===== src/rtl/iort_pkg.sv =====
package iort_pkg;
  localparam int unsigned CODE_W = 3;
  localparam int unsigned CNT_W  = 1 << CODE_W;

  typedef logic [CODE_W-1:0] code_t;
  typedef logic [CNT_W-1:0]  gap_t;

  // Code 0 means no gap; any other code n gives a gap of 2**n clocks.
  function automatic gap_t gap_of(code_t c);
    gap_t g;
    if (c == '0) g = '0;
    else         g = gap_t'(1) << c;
    return g;
  endfunction
endpackage


===== src/rtl/iort_code_reg.sv =====
module iort_code_reg
  import iort_pkg::*;
#(
  parameter code_t RESET_CODE = code_t'(5)
) (
  input  logic  clk,
  input  logic  rst_n,
  input  logic  wr,
  input  code_t din,
  output code_t code_q
);
  always_ff @(posedge clk) begin
    if (!rst_n)  code_q <= RESET_CODE;
    else if (wr) code_q <= din;
  end


  code_load_chk: assert property (@(posedge clk) disable iff (!rst_n)
    wr |=> code_q == $past(din));
endmodule


===== src/rtl/iort_recovery.sv =====
module iort_recovery
  import iort_pkg::*;
(
  input  logic clk,
  input  logic rst_n,
  input  logic fire_io,
  input  logic io_done,
  input  gap_t gap,
  output logic io_clear
);
  gap_t cnt_q;
  logic busy_q;
  logic done_ok;

  // A completion strobe counts only while an I/O access is outstanding.
  assign done_ok  = io_done && busy_q;
  assign io_clear = (cnt_q == '0) && !busy_q;

  always_ff @(posedge clk) begin
    if (!rst_n) begin
      busy_q <= 1'b0;
    end else if (done_ok) begin
      busy_q <= 1'b0;
    end else if (fire_io) begin
      busy_q <= 1'b1;
    end
  end

  always_ff @(posedge clk) begin
    if (!rst_n) begin
      cnt_q <= '0;
    end else if (done_ok) begin
      cnt_q <= gap;
    end else if (cnt_q != '0) begin
      cnt_q <= cnt_q - 1'b1;
    end
  end


  count_down_chk: assert property (@(posedge clk) disable iff (!rst_n)
    (cnt_q != '0) && !done_ok |=> cnt_q == gap_t'($past(cnt_q) - 1'b1));

  load_gap_chk: assert property (@(posedge clk) disable iff (!rst_n)
    done_ok |=> cnt_q == $past(gap));

  busy_set_chk: assert property (@(posedge clk) disable iff (!rst_n)
    fire_io |=> busy_q);

  stray_done_chk: assert property (@(posedge clk) disable iff (!rst_n)
    io_done && !busy_q && (cnt_q == '0) |=> cnt_q == '0);
endmodule


===== src/rtl/iort_gate.sv =====
module iort_gate #(
  parameter int unsigned DATA_W = 16
) (
  input  logic              up_valid,
  output logic              up_ready,
  input  logic              up_io,
  input  logic [DATA_W-1:0] up_data,
  output logic              dn_valid,
  input  logic              dn_ready,
  output logic              dn_io,
  output logic [DATA_W-1:0] dn_data,
  input  logic              io_clear,
  output logic              fire_io
);
  logic pass;

  assign pass     = !up_io || io_clear;
  assign dn_valid = up_valid && pass;
  assign up_ready = dn_ready && pass;
  assign dn_io    = up_io;
  assign dn_data  = up_data;
  assign fire_io  = dn_valid && dn_ready && dn_io;

  always_comb begin

    no_mem_stall_chk: assert (!(up_valid && !up_io && dn_ready) || up_ready);
  end
endmodule


===== src/rtl/iort_timer.sv =====
module iort_timer
  import iort_pkg::*;
#(
  parameter int unsigned DATA_W     = 16,
  parameter int unsigned RESET_CODE = 5
) (
  input  logic              clk,
  input  logic              rst_n,
  input  logic              cfg_wr,
  input  logic [2:0]        cfg_code,
  input  logic              up_valid,
  output logic              up_ready,
  input  logic              up_io,
  input  logic [DATA_W-1:0] up_data,
  output logic              dn_valid,
  input  logic              dn_ready,
  output logic              dn_io,
  output logic [DATA_W-1:0] dn_data,
  input  logic              io_done
);
  code_t code_q;
  gap_t  gap;
  logic  io_clear;
  logic  fire_io;

  iort_code_reg #(.RESET_CODE(code_t'(RESET_CODE))) u_code (
    .clk(clk), .rst_n(rst_n), .wr(cfg_wr), .din(code_t'(cfg_code)), .code_q(code_q)
  );

  assign gap = gap_of(code_q);

  iort_recovery u_rec (
    .clk(clk), .rst_n(rst_n), .fire_io(fire_io), .io_done(io_done),
    .gap(gap), .io_clear(io_clear)
  );

  iort_gate #(.DATA_W(DATA_W)) u_gate (
    .up_valid(up_valid), .up_ready(up_ready), .up_io(up_io), .up_data(up_data),
    .dn_valid(dn_valid), .dn_ready(dn_ready), .dn_io(dn_io), .dn_data(dn_data),
    .io_clear(io_clear), .fire_io(fire_io)
  );


  no_double_io_chk: assert property (@(posedge clk) disable iff (!rst_n)
    fire_io |=> !fire_io);

  hold_offer_chk: assert property (@(posedge clk) disable iff (!rst_n)
    dn_valid && !dn_ready && up_valid && $stable(up_io) |=> dn_valid);

  gap_block_chk: assert property (@(posedge clk) disable iff (!rst_n)
    io_done && $past(fire_io) && (gap != '0) |=> !fire_io);
endmodule


===== config.mk =====
export PLATFORM = sky130hd
export DESIGN_NAME = iort_timer
export DESIGN_NICKNAME = d
export VERILOG_FILES = /design/src/rtl/iort_pkg.sv /design/src/rtl/iort_code_reg.sv /design/src/rtl/iort_recovery.sv /design/src/rtl/iort_gate.sv /design/src/rtl/iort_timer.sv
export SDC_FILE = /design/constraint.sdc
export NUM_CORES = 1
export LEC_CHECK = 0
export BUFFER_PORTS_ARGS = -buffer_cell sky130_fd_sc_hd__buf_2
export CAP_MARGIN = 20
export CELL_PAD_IN_SITES_DETAIL_PLACEMENT = 0
export CELL_PAD_IN_SITES_GLOBAL_PLACEMENT = 1
export CORE_MARGIN = 3
export CORE_UTILIZATION = 25
export DETAILED_ROUTE_END_ITERATION = 12
export PLACE_DENSITY = 0.79
export SYNTH_ARGS = -nofsm -noshare
export SYNTH_HDL_FRONTEND = slang
export SYNTH_SLANG_ARGS = --single-unit

===== constraint.sdc =====
create_clock -name clk -period 1.9 [get_ports clk]
set_clock_uncertainty 0.1 [all_clocks]
set_input_delay 0.095 -clock clk [delete_from_list [all_inputs] [get_ports clk]]
set_output_delay 0.095 -clock clk [all_outputs]
set_load 0.05 [all_outputs]

==> results of run 1 <==
## cells by family (layout without fill, tap and decap cells)
kind of cell | after synthesis | after routing | synth area share (%)
AND/OR/NAND/NOR | 35 | 35 | 25.4
XOR/XNOR | 4 | 4 | 4.52
adder cells (fa/ha/maj) | 2 | 2 | 3.23
AO/OA/AOI/OAI | 15 | 15 | 12.9
multiplexers | 3 | 3 | 4.04
flip-flops | 12 | 12 | 31.0
buffers and inverters | 22 | 26 | 18.9
## path summary, 6_finish.rpt
kind                                     from                          end  slack, ns  cells after the start
setup / recovery  u_rec.cnt_q[5]$_SDFFE_PN0P_                     up_ready       0.11                      5
hold reg to reg   u_rec.cnt_q[7]$_SDFFE_PN0P_  u_rec.cnt_q[7]$_SDFFE_PN0P_       0.41                      2
setup reg to reg  u_rec.cnt_q[5]$_SDFFE_PN0P_  u_rec.cnt_q[7]$_SDFFE_PN0P_       0.32                      5
hold / removal                          rst_n  u_rec.cnt_q[3]$_SDFFE_PN0P_       0.01                      2
## routing by layer
| metal | vias to the layer above | global-route usage, % |
|---|---|---|
| met5 | - | 0 |
| met1 | 292 | 10.8 |
| met2 | 24 | 16.0 |
| met3 | 5 | 1.26 |
| met4 | 0 | 8.48 |
| li1 | 320 | - |
## Yosys cell counts (2+ instances only)
cell      count  share of area [%]
o21ai_0       3                1.9
nand2_1       7                3.4
a31oi_1       3                2.4
xor2_1        3                3.4
o211ai_1      2                1.9
ha_1          2                3.2
mux2i_1       2                2.6
dfxtp_1      12                 31
and2_1        3                2.4
buf_4        17                 16
inv_1         4                1.9
nand4_1       2                1.6
a21oi_1       2                1.3
nor4b_1       2                2.3
nand3_1       5                3.2
nor2_1       10                4.8
## power by group through the flow
stage	Clock (uW)	Sequential [uW]	Combinational, uW
2_1_floorplan	0	409	603
3_3_place_gp	0	422	618
3_5_place_dp	0	428	628
4_1_cts	161	422	677
5_1_grt	174	437	771
6_report	156	425	695
## worst max-delay path, delay by kind of cell (launching register included)
kind	cells	cell delay, ns
buf+inv	1	0.19
simple gates	3	0.62
compound gates	1	0.15
flops	1	0.35
## layout make-up
| cell class | count | area (um^2) | area share, % |
|---|---|---|---|
| clock buffers | 3 | 22.5 | 2.68 |
| inverters | 4 | 15.0 | 1.79 |
| multi-input cells | 59 | 393 | 46.8 |
| flip-flops and latches | 12 | 240 | 28.6 |
| well taps | 31 | 38.8 | 4.62 |
| repair buffers | 19 | 130 | 15.5 |
## what timing repair did
action                                 in CTS  in global routing
hold buffers                                5                  0
setup endpoints to repair                   2                  2
endpoints found under the hold margin       3                  0
setup buffers                               1                  0
gates resized for setup                     2                  2
cloned                                      0                  0
pin swaps                                   1                  0
## stage by stage
| step | cell area, um^2 | utilization (%) | setup WS (ns) |
|---|---|---|---|
| floorplan | 774 | - | 0.278 |
| global placement | 749 | 26.3 | 0.265 |
| detailed placement | 749 | 26.3 | 0.185 |
| CTS | 835 | 29.3 | 0.0464 |
| global route | 840 | 29.4 | 0.00287 |
| finish | 840 | 29.4 | 0.109 |
## flip-flops by register name, indices dropped and copies added (netlist names)
signal and flops:
u_rec.cnt_q 8, u_rec.busy_q 1, u_code.code_q 3
==> results.json, run 1 <==
{
  "switching_power_uw": 535,
  "worst_pin_slew_ns": 0.413,
  "synth-async-reset-ratio_pct": 0,
  "clkLatencyLatePin_ns": 0.27,
  "num_rows": 19,
  "synth.avg_cell_area_um2": 8.33,
  "cts_max_path_buffers": 2,
  "status": "finished, final reports clean",
  "cts_tree": "yes",
  "synth_fp_nets": 121,
  "wirelength_um": 1580,
  "gp_congestion": 0.846,
  "p_seq_share_pct": 33.3,
  "drive_gt1_share_pct": 22.7,
  "mostFrequentLayoutCells": "dfxtp_1 (12), nor2_1 (10), buf_2 (10)",
  "finalSetupViolations": 0,
  "final.setup.tns_ns": 0,
  "pwr-share-comb_pct": 54.4,
  "grt_overflow_total": 0,
  "cap_violations": 0,
  "hold_ws_ns": 0.0105,
  "fin_cells": 128,
  "viasPerCell": 5.01,
  "grt_max_degree": 14,
  "die_y_um": 61.7,
  "synthCells": 93,
  "ys.flop_type": "dfxtp_1",
  "drc": 0,
  "dr.pass1.iters": 4,
  "cp_max_fo": 3,
  "cts_sinks": 12,
  "die_x_um": 61.7,
  "cpMaxStageDelayCell": "dfxtp_1",
  "synth-seq-cells": 12,
  "dp.cells": 119,
  "dieArea_um2": 3800,
  "first_iter_violations": 19,
  "met1_length_um": 611,
  "slew_viol_final": 0,
  "grt_usage_pct": 9.68,
  "start_kind": "register",
  "slew-limit-headroom_pct": 72.4,
  "synth_edf_count": 0,
  "root_buffer": "clkbuf_4",
  "cp.required_ns": 1.70,
  "wl_per_cell_um": 12.4,
  "sw_frac_of_total_pct": 41.9,
  "peakVddDrop_uv": 624,
  "yosys_warnings": 0,
  "diodes": 0,
  "p_int_uw": 742,
  "p_leak_uw": 0.000351,
  "power_uw": 1280,
  "fillers": 308,
  "antenna_found_initial": 0,
  "top_layer": "met4",
  "grt_first_pass_wirelength_um": 2650,
  "fin_crit_ns": 1.79,
  "grt_pass1_vias": 614,
  "via_count": 641,
  "crit_path_cell_trace": "nor4_4, nand3_2, o21ai_1, and2_1, buf_4",
  "netlist_area_um2": 774,
  "seq_area_frac_synth_pct": 31.0,
  "final_common_cell": "dfxtp_1",
  "port_buffers": 12,
  "worst_hold_path_type": "in2reg",
  "core_um2": 2850,
  "ant_nets": 0,
  "layout.nets": 127,
  "finalHoldViolCount": 0,
  "start_util_pct": 27.1,
  "route.met3.wl_um": 101,
  "ys_types": 30,
  "post-route-period-util_pct": 94.3,
  "endpoint_kind": "primary output",
  "clkPwrFrac_pct": 12.2,
  "power_density_nw_per_um2": 1520,
  "num_io_pins": 45,
  "path_class": "reg2out",
  "clk_pin_slew_worst_paths_ns": 0.07,
  "max_clock_freq_mhz": 558,
  "post-dp-hpwl_um": 1200,
  "slowest_delay_ns": 0.35,
  "cts_max_level": 1,
  "syn2layout_area_growth_pct": 8.40,
  "wl_met2_um": 811,
  "worstPathArrival_ns": 1.60,
  "cts_buffers": 3,
  "rsz0062_at_grt": "false"
}
(Power assumes the default switching activity.)
==> run 2: changes to the inputs <==
--- a/config.mk
+++ b/config.mk
@@ -12,7 +12,8 @@
 export CORE_MARGIN = 3
 export CORE_UTILIZATION = 25
 export DETAILED_ROUTE_END_ITERATION = 12
-export PLACE_DENSITY = 0.79
+export PLACE_DENSITY = 0.78
 export SYNTH_ARGS = -nofsm -noshare
 export SYNTH_HDL_FRONTEND = slang
+export SYNTH_HIERARCHICAL = 1
 export SYNTH_SLANG_ARGS = --single-unit
==> results.json, run 2 <==
{
  "cts_max_path_buffers": 2,
  "seq_area_frac_synth_pct": 28.6,
  "post-route-period-util_pct": 106,
  "netlist_top_cells_area": "dfxtp_1 (29%), buf_4 (15%), o21ai_0 (5.4%), a31oi_1 (3.7%), and3b_2 (3.6%)",
  "slowest_delay_ns": 0.47,
  "mostFrequentLayoutCells": "buf_4 (13), buf_2 (10), dfxtp_1 (10)",
  "cp_max_fo": 2,
  "wl_per_cell_um": 11.2,
  "post-dp-hpwl_um": 1290,
  "power_density_nw_per_um2": 1600,
  "synth.most_common_cell": "buf_4",
  "synth.top_cells.by_count": "buf_4 (17), dfxtp_1 (12), o21ai_0 (9), a31oi_1 (5), nand2_1 (5)",
  "root_buffer": "clkbuf_4",
  "dr.pass1.iters": 4,
  "diodes": 0,
  "ant_nets": 0,
  "yosysTopAreaCell": "dfxtp_1",
  "antenna_found_initial": 0,
  "worstPathArrival_ns": 1.83,
  "place_ws_ns": -0.0376,
  "yosys_warnings": 6,
  "synth_fp_nets": 131,
  "syn2layout_area_growth_pct": 27.1,
  "crit_path_cell_trace": "inv_2, ha_4, or4b_4, nor3_4, nand2b_4, and2_4, buf_8",
  "worst_hold_path_type": "in2reg",
  "first_iter_violations": 29,
  "cts_buffers": 3,
  "max_clock_freq_mhz": 495,
  "cp.required_ns": 1.70,
  "p_leak_uw": 0.000446,
  "finalHoldViolCount": 0,
  "slew_viol_final": 0,
  "synthCells": 103,
  "ys.flop_type": "dfxtp_1",
  "via_count": 778,
  "synth-async-reset-ratio_pct": 0,
  "dieArea_um2": 4090,
  "start_kind": "register",
  "cp_top_family": "simple AND/OR/NAND/NOR gates",
  "start_util_pct": 26.8,
  "grt_first_pass_wirelength_um": 3130,
  "cts_sinks": 12,
  "grt_usage_pct": 9.43,
  "clkLatencyLatePin_ns": 0.28,
  "synth-seq-cells": 12,
  "port_buffers": 12,
  "grt_overflow_total": 0,
  "hold_ws_ns": 0.0463,
  "drc": 0,
  "clk_pin_slew_worst_paths_ns": 0.08,
  "gp_congestion": 0.801,
  "violations": "setup timing",
  "cap_violations": 0,
  "peakVddDrop_uv": 782,
  "core_um2": 3130,
  "cts_tree": "yes",
  "final_common_cell": "buf_4",
  "layout.nets": 146,
  "ys_types": 31,
  "largest-register": "u_rec/cnt_q",
  "synth_top_area_share_pct": 28.6,
  "reg_top3": "u_rec/cnt_q: 8 flops, u_code/code_q: 3 flops, u_rec/busy_q: 1 flops",
  "status": "finished with violations",
  "fin_crit_ns": 2.02,
  "cp.buffers_inverters": 2,
  "synth_edf_count": 0,
  "largest_register_ff_count": 8,
  "num_io_pins": 45,
  "wirelength_um": 1800,
  "grt_pass1_vias": 727,
  "synth.avg_cell_area_um2": 8.15,
  "grt_max_degree": 15,
  "endpoint_kind": "primary output",
  "cts_max_level": 1,
  "rsz0062_at_grt": "true",
  "netlist_area_um2": 840,
  "cpMaxStageDelayCell": "or4b_4",
  "die_x_um": 64.0,
  "num_rows": 20,
  "drive_gt1_share_pct": 37.6,
  "fin_ws_ns": -0.122,
  "finalSetupViolations": 5,
  "die_y_um": 64.0,
  "path_class": "reg2out",
  "viasPerCell": 4.83
}
run 2: cell count changes in the layout (fill, tap and decap cells not counted), sizes merged, moves of 3 or more:
cell and delta:
or4 +4, o31ai +4, nor2b +3, o21ai +5, buf +11, xor2 -3, nor2 -6, and3b +3
run 2: worst paths after layout:
path	start	to	slack, ns	depth (start not counted)
setup / recovery	u_rec/cnt_q[1]$_SDFFE_PN0P_	up_ready	-0.12	7
hold / removal	cfg_wr	u_code/code_q[1]$_SDFFE_PN0P_	0.05	3
setup reg to reg	u_rec/cnt_q[1]$_SDFFE_PN0P_	u_rec/cnt_q[1]$_SDFFE_PN0P_	-0.07	8
hold reg to reg	u_rec/cnt_q[5]$_SDFFE_PN0P_	u_rec/cnt_q[5]$_SDFFE_PN0P_	0.44	2
run 2: through the flow:
stage / instance area, um^2 / total power (uW) / cells / utilization (%) / TNS [ns]
6_report: 1070 / 1700 / 161 / 34.1 / -0.368
5_1_grt: 1070 / 1840 / 161 / 34.1 / -0.704
4_1_cts: 1040 / 1630 / 158 / 33.4 / -0.274
3_5_place_dp: 873 / 1240 / 146 / 27.9 / -0.104
3_3_place_gp: 873 / 1210 / 146 / 27.9 / 0
2_1_floorplan: 842 / 1040 / 103 / - / -0.0690
run 2: final cells by class:
type / count / area [um^2]
Clock buffer: 4 / 36.3
Fill cell: 323 / 2060
Inverter: 3 / 11.3
Multi-Input combinational cell: 67 / 484
Sequential cell: 12 / 243
Tap cell: 44 / 55.1
Timing Repair Buffer: 31 / 238
run 2: layer usage:
layer / up-vias / global-route usage [%] / part of all wire (%)
met1: 351 / 11.4 / 45
met4: 0 / 7.01 / 5.3
met3: 16 / 1.76 / 4.6
met5: - / 0 / 0
met2: 22 / 14.7 / 46
li1: 389 / - / -
run 2: kinds of logic after synthesis:
family	after synthesis	share of synthesized area, %
other	1	0.447
adder cells (fa/ha/maj)	2	2.98
AO/OA/AOI/OAI	23	16.7
AND/OR/NAND/NOR	38	29.2
buffers and inverters	24	18.5
flip-flops	12	28.6
multiplexers	3	3.58
run 2: tightest hold or removal path, cell delays in order:
cell	delay, ns
buf_2	0.13
mux2i_1	0.08
nor2b_1	0.09
run 2: report_power, final:
part           switching (uW)  internal (uW)
logic                     482            579
registers                82.4            346
clock network            98.4            117
run 2: repair_timing:
action,CTS,global route
hold endpoints to repair,3,0
pin swaps,6,1
hold buffers,6,0
cloned,0,0
endpoints found under the setup margin,3,3
setup buffers,2,3
resized for setup,18,1
